<file path="config.mk">
export PLATFORM = sky130hd
export DESIGN_NAME = flash_stripe_snooper
export DESIGN_NICKNAME = d
export VERILOG_FILES = /design/src/rtl/snoop_pkg.sv /design/src/rtl/snoop_fsm.sv /design/src/rtl/bit_stripe.sv /design/src/rtl/flash_stripe_snooper.sv
export SDC_FILE = /design/constraint.sdc
export NUM_CORES = 1
export LEC_CHECK = 0
export ABC_AREA = 1
export ABC_CLOCK_PERIOD_IN_PS = 1700
export CORE_AREA = 2 2 68 70
export DETAILED_ROUTE_END_ITERATION = 12
export DIE_AREA = 0 0 70 72
export PLACE_DENSITY = 0.85
export SYNTH_ARGS = -nofsm -noshare
export SYNTH_HDL_FRONTEND = slang
export SYNTH_SLANG_ARGS = --single-unit
</file>
<file path="constraint.sdc">
create_clock -name clk_i -period 1.7 [get_ports clk_i]
set_input_delay 0.255 -clock clk_i [delete_from_list [all_inputs] [get_ports clk_i]]
set_output_delay 0.255 -clock clk_i [all_outputs]
set_load 0.05 [all_outputs]
</file>
<file path="src/rtl/snoop_pkg.sv">
package snoop_pkg;
  typedef enum logic [1:0] {SN_CHECK, SN_COUNT, SN_PASS, SN_STRIPE} snoop_e;

  localparam int unsigned HDR_W = 3;

  // header bytes after an opcode; 0 means unknown opcode
  function automatic logic [HDR_W-1:0] hdr_len(input logic [7:0] op);
    case (op)
      8'h03, 8'h02, 8'hA2, 8'h32: hdr_len = 3'd3;
      8'h0B, 8'h3B, 8'h6B, 8'hBB: hdr_len = 3'd4;
      8'hEB:                      hdr_len = 3'd6;
      default:                    hdr_len = 3'd0;
    endcase
  endfunction
endpackage

</file>
<file path="src/rtl/snoop_fsm.sv">
module snoop_fsm
  import snoop_pkg::*;
(
  input  logic       clk_i,
  input  logic       rst_ni,
  input  logic       cs_active_i,
  input  logic       adv_i,
  input  logic [7:0] byte_i,
  output logic       striping_o
);
  snoop_e           state_q, state_d;
  logic [HDR_W-1:0] cnt_q, cnt_d;
  logic [HDR_W-1:0] len;

  assign len = hdr_len(byte_i);

  always_comb begin
    state_d = state_q;
    cnt_d   = cnt_q;
    if (!cs_active_i) begin
      state_d = SN_CHECK;
    end else if (adv_i) begin
      unique case (state_q)
        SN_CHECK: begin
          cnt_d   = len;
          state_d = (len == '0) ? SN_PASS : SN_COUNT;
        end
        SN_COUNT: begin
          cnt_d = cnt_q - 1'b1;
          if (cnt_q == HDR_W'(1)) state_d = SN_STRIPE;
        end
        default: ;
      endcase
    end
  end

  always_ff @(posedge clk_i or negedge rst_ni) begin
    if (!rst_ni) begin
      state_q <= SN_CHECK;
      cnt_q   <= '0;
    end else begin
      state_q <= state_d;
      cnt_q   <= cnt_d;
    end
  end

  assign striping_o = (state_q == SN_STRIPE);

  a_r1_idle_to_check: assert property (@(posedge clk_i) disable iff (!rst_ni)
    !cs_active_i |=> state_q == SN_CHECK);
  a_r4_last_hdr_stripes: assert property (@(posedge clk_i) disable iff (!rst_ni)
    cs_active_i && adv_i && state_q == SN_COUNT && cnt_q == HDR_W'(1) |=> striping_o);
  a_r3_pass_holds: assert property (@(posedge clk_i) disable iff (!rst_ni)
    cs_active_i && state_q == SN_PASS |=> state_q == SN_PASS);
endmodule

</file>
<file path="src/rtl/bit_stripe.sv">
module bit_stripe #(
  parameter int unsigned LANES   = 2,
  parameter bit          INVERSE = 1'b0
) (
  input  logic [8*LANES-1:0] d_i,
  output logic [8*LANES-1:0] q_o
);
  localparam int unsigned NB = 8 * LANES;

  for (genvar n = 0; n < NB; n++) begin : g_bit
    // n is the flat output position; source byte n%LANES, bit n/LANES
    localparam int unsigned SRC = 8 * (n % LANES) + n / LANES;
    if (INVERSE) begin : g_inv
      assign q_o[SRC] = d_i[n];
    end else begin : g_fwd
      assign q_o[n] = d_i[SRC];
    end
  end
endmodule

</file>
<file path="src/rtl/flash_stripe_snooper.sv">
module flash_stripe_snooper #(
  parameter int unsigned LANES = 2,
  localparam int unsigned CW   = $clog2(LANES + 1),
  localparam int unsigned DW   = 8 * LANES
) (
  input  logic          clk_i,
  input  logic          rst_ni,
  input  logic          cs_active_i,
  input  logic          linear_mode_i,
  input  logic          step_i,
  input  logic [CW-1:0] tx_avail_i,
  input  logic [DW-1:0] tx_bytes_i,
  output logic [CW-1:0] tx_pop_o,
  output logic [DW-1:0] lane_tx_o,
  output logic          lane_go_o,
  output logic          underflow_o,
  input  logic [DW-1:0] lane_rx_i,
  input  logic          lane_rx_valid_i,
  input  logic          rx_full_i,
  output logic          rx_push_o,
  output logic [DW-1:0] rx_data_o,
  output logic [CW-1:0] rx_cnt_o,
  output logic          overflow_o
);
  localparam logic [CW-1:0] LANES_C = CW'(LANES);
  localparam logic [CW-1:0] ONE_C   = CW'(1);

  logic          striping;
  logic [CW-1:0] need;
  logic          take;
  logic [DW-1:0] fwd_bytes, inv_bytes, lane_d;
  logic [DW-1:0] lane_q;
  logic          go_q, under_q, striped_q;

  assign need = striping ? LANES_C : ONE_C;
  assign take = step_i && (tx_avail_i >= need);
  assign tx_pop_o = take ? need : '0;

  snoop_fsm i_fsm (
    .clk_i      (clk_i),
    .rst_ni     (rst_ni),
    .cs_active_i(cs_active_i),
    .adv_i      (take && !striping),
    .byte_i     (tx_bytes_i[7:0]),
    .striping_o (striping)
  );

  bit_stripe #(.LANES(LANES), .INVERSE(1'b0)) i_fwd (
    .d_i(tx_bytes_i),
    .q_o(fwd_bytes)
  );

  bit_stripe #(.LANES(LANES), .INVERSE(1'b1)) i_inv (
    .d_i(lane_rx_i),
    .q_o(inv_bytes)
  );

  assign lane_d = striping ? fwd_bytes : {LANES{tx_bytes_i[7:0]}};

  always_ff @(posedge clk_i or negedge rst_ni) begin
    if (!rst_ni) begin
      lane_q    <= '0;
      go_q      <= 1'b0;
      under_q   <= 1'b0;
      striped_q <= 1'b0;
    end else begin
      go_q    <= take;
      under_q <= step_i && !take && !linear_mode_i;
      if (take) begin
        lane_q    <= lane_d;
        striped_q <= striping;
      end
    end
  end

  assign lane_tx_o   = lane_q;
  assign lane_go_o   = go_q;
  assign underflow_o = under_q;

  assign rx_push_o  = lane_rx_valid_i && !rx_full_i;
  assign overflow_o = lane_rx_valid_i && rx_full_i;
  assign rx_data_o  = striped_q ? inv_bytes : {{(DW-8){1'b0}}, lane_rx_i[7:0]};
  assign rx_cnt_o   = striped_q ? LANES_C : ONE_C;

  a_r10_go_follows_pop: assert property (@(posedge clk_i) disable iff (!rst_ni)
    tx_pop_o != '0 |=> lane_go_o);
  a_r9_under_no_go: assert property (@(posedge clk_i) disable iff (!rst_ni)
    underflow_o |-> !lane_go_o);
  a_r8_no_push_full: assert property (@(posedge clk_i) disable iff (!rst_ni)
    rx_full_i |-> !rx_push_o);
  a_r6_pop_all_lanes: assert property (@(posedge clk_i) disable iff (!rst_ni)
    striping && tx_pop_o != '0 |-> tx_pop_o == LANES_C);
  a_r5_single_pop: assert property (@(posedge clk_i) disable iff (!rst_ni)
    !striping |-> tx_pop_o <= ONE_C);
endmodule

</file>
## Yosys cells after proc, flatten, opt, wreduce, memory -nomap -nowiden

Cells that the tools add are included.

| storage, ports and cells | value |
|---|---|
| output and inout port bits | 40 |
| input port bits | 41 |
| register bits after elaboration | 24 |

| cells by class | value |
|---|---|
| eq/ne operators | 15 |
| order comparisons | 1 |
| reduce and logical (&&, ||, !) cells | 17 |
| $add $sub $neg | 1 |
| mux-type cells | 12 |

Operators by type and width:

| cell | number |
|---|---|
| 2-to-1 mux 16 bit | 2 |
| equality test 8 bit, second input constant | 3 |
| equality test 8 x 2 -> 1 bit, second input constant | 2 |
| equality test 8 x 6 -> 1 bit, second input constant | 2 |
| 2-to-1 mux 2 bit | 7 |
| one-hot mux 3 bit (3 select lines) | 1 |
| equality test 8 x 4 -> 1 bit, second input constant | 1 |
| equality test 8 x 7 -> 1 bit, second input constant | 1 |
| OR reduction 4 bit | 2 |
| logical AND 1 bit | 6 |
| one-hot mux 3 bit (2 select lines) | 1 |
| AND reduction 3 bit | 2 |
| zero test 1 bit | 4 |
| one-hot mux 2 bit (2 select lines) | 1 |
| equality test 3 x 1 -> 1 bit, second input constant | 1 |
| zero test 3 bit | 1 |
| != test 3 x 1 -> 1 bit, second input constant | 1 |
| != test 3 x 2 -> 1 bit, second input constant | 1 |
| subtractor 3 x 1 -> 3 bit, second input constant | 1 |
| equality test 2 x 1 -> 1 bit, second input constant | 1 |
| equality test 2 bit, second input constant | 1 |
| greater-or-equal comparator 2 bit | 1 |
| zero test 2 bit | 1 |
| != test 2 x 1 -> 1 bit, second input constant | 1 |
| nonzero test 2 bit | 1 |

## Depth between registers and ports, before layout

Gate-level depths: netlist (run 1).

| depth | value |
|---|---|
| word-level depth | 8 |
| gate-level depth with buffers | 12 |
| depth with buffers taken out | 11 |

## By module

A second synthesis (run 1) with hierarchy kept.

| unflattened totals | value |
|---|---|
| cell total of the unflattened synthesis | 280 |
| area, all modules | 1893.1 um^2 |

Modules (own cells, without submodules):

| module | area each (um^2) | cells each | times used | seq. area each (um^2) |
|---|---|---|---|---|
| flash_stripe_snooper | 1211.2 | 181 | 1 | 475.5 |
| snoop_fsm | 441.7 | 67 | 1 | 125.1 |
| bit_stripe | 120.1 | 16 | 2 | 0.0 |

## Worst setup path before layout (run 1)

OpenSTA, ideal clock, no wires.

| timing | value |
|---|---|
| kind | reg-to-output |
| start point | reg i_fsm.state_q[0] |
| end point | out tx_pop_o[1] |
| arrival | 1392 ps |
| data required time | 1445 ps |
| cell stages (with the launch flop) | 10 |
| path buffers | 1 |
| path slack | 53 ps |
| cells stage by stage | dfrtp_1 -> nand2_1 -> ha_1 -> nand2_1 -> nand3_2 -> nand2_4 -> inv_6 -> nand2_4 -> inv_2 -> buf_6 |

| on the way | value |
|---|---|
| cells in the longest elaborated chain, start to end | 5 |

Ends and longest elaborated chain:

| element | RTL line | RTL |
|---|---|---|
| start, declared | snoop_fsm.sv:11 | `snoop_e state_q, state_d;` |
| start signal, assigned | snoop_fsm.sv:42 | `state_q <= state_d;` |
| equality test 2 bit | snoop_fsm.sv:47 | `assign striping_o = (state_q == SN_STRIPE);` |
| 2-to-1 mux 2 bit | flash_stripe_snooper.sv:35 | `assign need = striping ? LANES_C : ONE_C;` |
| greater-or-equal comparator 2 bit | flash_stripe_snooper.sv:36 | `assign take = step_i && (tx_avail_i >= need);` |
| logical AND 1 bit | flash_stripe_snooper.sv:36 |  |
| named net take | flash_stripe_snooper.sv:30 | `logic take;` |
| 2-to-1 mux 2 bit | flash_stripe_snooper.sv:37 | `assign tx_pop_o = take ? need : '0;` |
| end, declared | flash_stripe_snooper.sv:13 | `output logic [CW-1:0] tx_pop_o,` |

The timed path passes the listed nets, and every way through them passes these cells.

## Final worst setup path (run 1)

| timing | value |
|---|---|
| start point | in tx_avail_i[0] |
| end point | out tx_pop_o[1] |

| on the way | value |
|---|---|
| cells in the longest elaborated chain, start to end | 3 |

Ends and longest elaborated chain:

| element | RTL line | RTL |
|---|---|---|
| start, declared | flash_stripe_snooper.sv:11 | `input logic [CW-1:0] tx_avail_i,` |
| greater-or-equal comparator 2 bit | flash_stripe_snooper.sv:36 |  |
| logical AND 1 bit | flash_stripe_snooper.sv:36 |  |
| named net take | flash_stripe_snooper.sv:30 |  |
| 2-to-1 mux 2 bit | flash_stripe_snooper.sv:37 |  |

The timed path passes the listed nets, and every way through them passes these cells.

==> results of run 1 <==
[critical path: stages]
cell	delay [ns]
clkdlybuf4s50_1	0.46
inv_1	0.07
ha_4	0.25
nand2_4	0.07
nand3_4	0.10
nand2_4	0.09
clkinv_4	0.06
nand2_4	0.07
inv_6	0.04
buf_12	0.13
[state kept, by name (all words and copies together), names as in the netlist]
register / cells
i_fsm.cnt_q: 3
i_fsm.state_q: 2
lane_go_o: 1
lane_tx_o: 16
striped_q: 1
underflow_o: 1
[kinds of logic (layout without fill, tap and decap cells)]
kind of cell / after synthesis / count (layout)
AND/OR/NAND/NOR: 126 / 126
buffers and inverters: 37 / 126
AO/OA/AOI/OAI: 15 / 15
flip-flops: 24 / 24
XOR/XNOR: 1 / 1
adder cells (fa/ha/maj): 4 / 4
[metrics by stage]
step / instances / hold WS (ns) / TNS (ns) / setup WS [ns]
finish: 348 / 0.329 / -0.277 / -0.162
floorplan: 207 / -0.0406 / 0 / 0.0529
global placement: 340 / 0.470 / -1.87 / -0.169
global route: 348 / 0.380 / -0.468 / -0.229
detailed placement: 340 / 0.482 / -3.93 / -0.293
CTS: 348 / 0.340 / -0.283 / -0.143
[routing by layer]
layer,vias to the layer above,GRT usage [%],part of all wire (%)
met1,742,20.2,40
met2,74,31.5,52
met5,-,0,0
met3,10,3.89,6.5
li1,824,-,-
met4,0,6.62,2.2
[cells in the final DEF, fill, tap and decap left out, drive strengths merged, types with 3 or more instances in the layout]
master	count
clkdlybuf4s50	39
ha	4
inv	29
nand3	18
dfrtp	24
buf	52
nor2	8
o211ai	6
nand2	95
clkbuf	3
o21ai	6
[area by class of cell]
class | count | area share, %
flip-flops and latches | 24 | 23.2
multi-input cells | 146 | 30.0
well taps | 52 | 2.52
inverters | 31 | 4.99
clock inverters | 1 | 1.16
repair buffers | 91 | 36.5
clock buffers | 3 | 1.60
[final timing paths]
path | endpoint | start | slack [ns]
max in group asynchronous | lane_tx_o[8]$_DFFE_PN0N_ | rst_ni | 1.14
setup / recovery | tx_pop_o[1] | tx_avail_i[0] | -0.16
hold reg to reg | lane_tx_o[0]$_DFFE_PN0N_ | lane_tx_o[0]$_DFFE_PN0N_ | 0.50
min in group clk_i | lane_tx_o[0]$_DFFE_PN0N_ | lane_tx_o[0]$_DFFE_PN0N_ | 0.50
hold / removal | i_fsm.cnt_q[0]$_DFFE_PN0P_ | rst_ni | 0.33
setup reg to reg | i_fsm.cnt_q[2]$_DFFE_PN0P_ | i_fsm.state_q[1]$_DFFE_PN0P_ | 0.07
[what timing repair did]
action,in CTS,in global routing
gates resized for setup,13,7
endpoints found under the setup margin,3,15
setup buffers,5,1
hold buffers,0,0
pin swaps,5,8
[report_power, final]
| part | leakage (nW) | switching, mW | internal, mW | total [mW] |
|---|---|---|---|---|
| clock | 0.0357 | 0.193 | 0.315 | 0.508 |
| combinational | 1.04 | 0.823 | 0.479 | 1.30 |
| sequential | 0.301 | 0.0709 | 0.685 | 0.756 |
| total | 1.38 | 1.09 | 1.48 | 2.57 |
==> reports/metrics.cfg, run 1 <==
[cts]
clk_latency_ns = 0.27
cts_buffers = 3
cts_tree = done
cts_root_buffer = clkbuf_8
cts.sinks = 24
htree_levels = 1
clock_path_buffers = 2
clkTransAtPathRegs_ns = 0.09

[timing]
max_freq_mhz = 537
finClkSkew_ns = 0.00173
final_max_slew_viol_count = 0
report.final.setup_viol = 2
fin_ws_ns = -0.162
hold_viol_final = 0
post-route-period-util_pct = 110
rsz0062_at_grt = true
worst_slew_pin_slew_ns = 0.297
period_needed_ns = 1.86
slew_headroom_pct = 80.2

[run_status]
status = complete, but fails checks
violations = setup timing

[final_layout]
multi_input_area_um2 = 774
drive_above_1_share_pct = 26.0
fin_util_pct = 60.6
area_growth_pct = 77.6
design_area_um2 = 2580
num_antenna_cells = 0
regArea_um2 = 601
nets = 342
fillers = 350

[die]
rows = 24
ios = 81
core_um2 = 4260
dieArea_um2 = 5040
die_h_um = 72
die_w_um = 70
start_util_pct = 34.1

[pwr]
vdd_ir_drop_max_mv = 0.466
power_mw = 2.57
p_per_area_nw_per_um2 = 993
leakagePower_nw = 1.38

[setup_path]
crit_required_ns = 1.44
critPathKind = input pin to output port
ff2ff_path_depth = 11
cp.arrival_ns = 1.61
startpoint_type = input pin
critPathCaptureType = output port
cp_max_fo = 3

[placed_design]
placed_area_um2 = 2390
dp_hpwl_mm = 3.41
port_buffers = 78
gp_congestion = 0.915

[synthesis]
synth.area.top_cells = dfrtp_1 (41%), nand2_1 (24%), inv_1 (6.7%)
yosys.area.top_type_share_pct = 41.3
synth-edff-count = 0
yosys_warnings = 0
synth_ff_type = dfrtp_1
synthAdderAreaFrac_pct = 3.44
ys_ff_latch = 24
synth_top_area_cell = dfrtp_1
synth_simple_gate_area_share_pct = 36.7
syn_inst = 207
synth-compound-area-share_pct = 6.88
synth_cell_types = 27
synth_most_common_cell = nand2_1
async_flop_share_pct = 100
seq_area_frac_synth_pct = 41.3
synth_mux_area_share_pct = 0
synth_top_family_by_area = simple AND/OR/NAND/NOR gates
syn_nets = 252
synthTopCellsByCount = nand2_1 (93), inv_1 (26), dfrtp_1 (24), nand3_1 (16), nor2_1 (7)
synth_xor_area_share_pct = 0.602
mappedNetlistArea_um2 = 1460
synth.avg_cell_area_um2 = 7.03

[routing]
drt_iter0_drc = 33
detail_route.first_pass.iterations = 5
routed_via_density = 4.74
route.detailed.wl_per_inst_um = 12.7
ant_nets = 0
vias = 1650
wirelength_mm = 4.41
drc = 0

[grt]
grt_pass1_wl_mm = 7.11
grt_max_degree = 25
grtUsageTotal_pct = 17.4
antenna_found_initial = 0
grt-ovfl-total = 0
grt_pass1_vias = 1607

[job]
cap_violations = 0

[hold_path]
hp-class = input pin to asynchronous set/reset pin

(Power assumes the default switching activity.)
==> run 2, diff against run 1 <==
Settings changed: CTS_CLUSTER_SIZE from default to 16.
==> results of run 2 <==
The final DEF is identical to that of run 1; final timing and power are the same.
==> run 3, diff against run 2 <==
Settings changed: ABC_CLOCK_PERIOD_IN_PS 1700 to 1500.
Clock period 1.7 ns to 1.5 ns, I/O delays scaled along.
==> run 3 against run 2 <==
The run still ends with setup timing left. Total power is 18% higher. Sequential share of layout area fell by 2.0 points. Clock-buffer cell count unchanged. Worst setup slack got worse by 0.17 ns. Final area up 9.6%. Critical path type is now flop to output port. Largest power group unchanged. Highest routed layer unchanged.
==> reports/metrics.cfg, run 3 (synthesized netlist as in run 1, its figures left out) <==
[final_layout]
final_common_cell = nand2_1  ; unchanged
layout.cells.non_filler = 364  ; was 348
layout_common_cells = nand2_1 (78), buf_4 (48), clkdlybuf4s50_1 (39)  ; was nand2_1 (89), clkdlybuf4s50_1 (39), buf_4 (39)
drive_above_1_share_pct = 37.2  ; was 26.0%
num_antenna_cells = 0  ; unchanged
largest_reg_flops = 16  ; unchanged
area_growth_pct = 94.6  ; was 77.6%
design_area_um2 = 2830  ; was 2580 um2
nets = 358  ; was 342
fin_util_pct = 66.4  ; was 60.6%

[grt]
grt_max_degree = 25  ; unchanged
grt-ovfl-total = 0  ; unchanged
grtUsageTotal_pct = 18.6  ; was 17.4%
grt_pass1_vias = 1702  ; was 1607
antenna_found_initial = 0  ; unchanged
grt_pass1_wl_mm = 7.67  ; was 7.11 mm

[pwr]
internal_power_mw = 1.73  ; was 1.48 mW
seqPwrFrac_pct = 28.5  ; was 29.5%
p_per_area_nw_per_um2 = 1070  ; was 993 nW/um2
p_sw_share_pct = 42.8  ; was 42.4%
vdd_ir_drop_max_mv = 0.571  ; was 0.466 mV
p_comb_share_pct = 52.4  ; was 50.7%
power_mw = 3.03  ; was 2.57 mW
clock_power_share_pct = 19.1  ; was 19.8%
p_switching_mw = 1.30  ; was 1.09 mW
leakagePower_nw = 1.52  ; was 1.38 nW

[placed_design]
place_ws_ns = -0.332  ; was -0.293 ns
dp_hpwl_mm = 3.45  ; was 3.41 mm
place_inst = 348  ; was 340
placed_area_um2 = 2500  ; was 2390 um2
port_buffers = 78  ; unchanged
gp_congestion = 0.788  ; was 0.915

[timing]
worst_slew_pin_slew_ns = 0.373  ; was 0.297 ns
period_needed_ns = 1.83
rsz0062_at_grt = true  ; unchanged
setup_tns_ns = -3.79  ; was -0.277 ns
max_freq_mhz = 545
post-route-period-util_pct = 122
hold_viol_final = 0  ; unchanged
slew_headroom_pct = 75.0  ; was 80.2%
report.final.setup_viol = 24  ; was 2
fin_ws_ns = -0.334  ; was -0.162 ns
finClkSkew_ns = 0.00705  ; was 0.00173 ns
final_max_slew_viol_count = 0  ; unchanged
whs_ns = 0.303  ; was 0.329 ns

[die]
rows = 24  ; unchanged
die_h_um = 72  ; unchanged
start_util_pct = 34.1  ; unchanged
core_um2 = 4260  ; unchanged
dieArea_um2 = 5040  ; unchanged
ios = 81  ; unchanged
die_w_um = 70  ; unchanged

[run_status]
violations = setup timing  ; unchanged
status = complete, but fails checks  ; unchanged

[cts]
clock_path_buffers = 2  ; unchanged
cts.sinks = 24  ; unchanged
cts_root_buffer = clkbuf_8  ; unchanged
cts_tree = done  ; unchanged
clk_latency_ns = 0.27  ; about the same
clkTransAtPathRegs_ns = 0.09  ; about the same
htree_levels = 1  ; unchanged
cts_buffers = 3  ; unchanged

[routing]
drt_iter0_drc = 81  ; was 33
vias = 1765  ; was 1650
drc = 0  ; unchanged
routed_via_density = 4.85  ; was 4.74
route.detailed.wl_per_inst_um = 14.4  ; was 12.7 um
detail_route.first_pass.iterations = 4  ; was 5
wirelength_mm = 5.24  ; was 4.41 mm
ant_nets = 0  ; unchanged

[setup_path]
cp_max_fo = 3  ; unchanged
critPathCaptureType = output port  ; unchanged
crit_required_ns = 1.27  ; was 1.44 ns
critPathKind = flop to output port  ; was input pin to output port
startpoint_type = flop  ; was input pin
ff2ff_path_depth = 10  ; was 11
cp.arrival_ns = 1.61  ; about the same

[hold_path]
hp-class = input pin to asynchronous set/reset pin  ; unchanged

[job]
cap_violations = 0  ; unchanged

run 3: power groups by stage:
stage               combinational, mW  sequential, mW  clock (mW)
finish                           1.59           0.865       0.579
global route                     1.69           0.877       0.611
CTS                              1.50           0.861       0.575
detailed placement               1.45           0.873           0
global placement                 1.42           0.869           0
floorplan                       0.530            1.21           0
run 3: what timing repair did:
item,CTS,global route
hold buffers,0,0
resized for setup,9,36
setup buffers,4,8
pin swaps,6,4
endpoints found under the setup margin,30,37
run 3: critical path, cell delays in order, from the launching register on:
cell	delay [ns]
dfrtp_1	0.41
nand2_2	0.13
ha_4	0.23
nand2_2	0.07
nand3_4	0.09
nand2_4	0.09
clkinv_4	0.07
nand2_8	0.07
inv_6	0.04
buf_12	0.13
run 3: path summary, 6_finish.rpt:
check                                        startpoint                   endpoint  slack, ns
hold / removal                                   rst_ni  lane_tx_o[15]$_DFFE_PN0N_       0.30
setup reg to reg           i_fsm.state_q[1]$_DFFE_PN0P_  lane_tx_o[14]$_DFFE_PN0N_      -0.19
hold reg to reg                lane_tx_o[0]$_DFFE_PN0N_   lane_tx_o[0]$_DFFE_PN0N_       0.51
max in group asynchronous                        rst_ni      striped_q$_DFFE_PN0N_       0.94
setup / recovery           i_fsm.state_q[1]$_DFFE_PN0P_                tx_pop_o[1]      -0.33
min in group clk_i                         lane_rx_i[0]               rx_data_o[0]       0.45
run 3: layout make-up:
type	count	area [um2]
fillers	317	1430
repair buffers	107	1100
multi-input cells	146	865
flip-flops and latches	24	602
inverters	31	130
well taps	52	65.1
clock buffers	3	41.3
clock inverters	1	30.0
run 3: layer usage:
layer | GRT usage, % | part of all wire (%)
met5 | 0 | 0
met4 | 8.76 | 3.6
met3 | 3.75 | 6.6
met2 | 33.0 | 51
met1 | 21.7 | 38
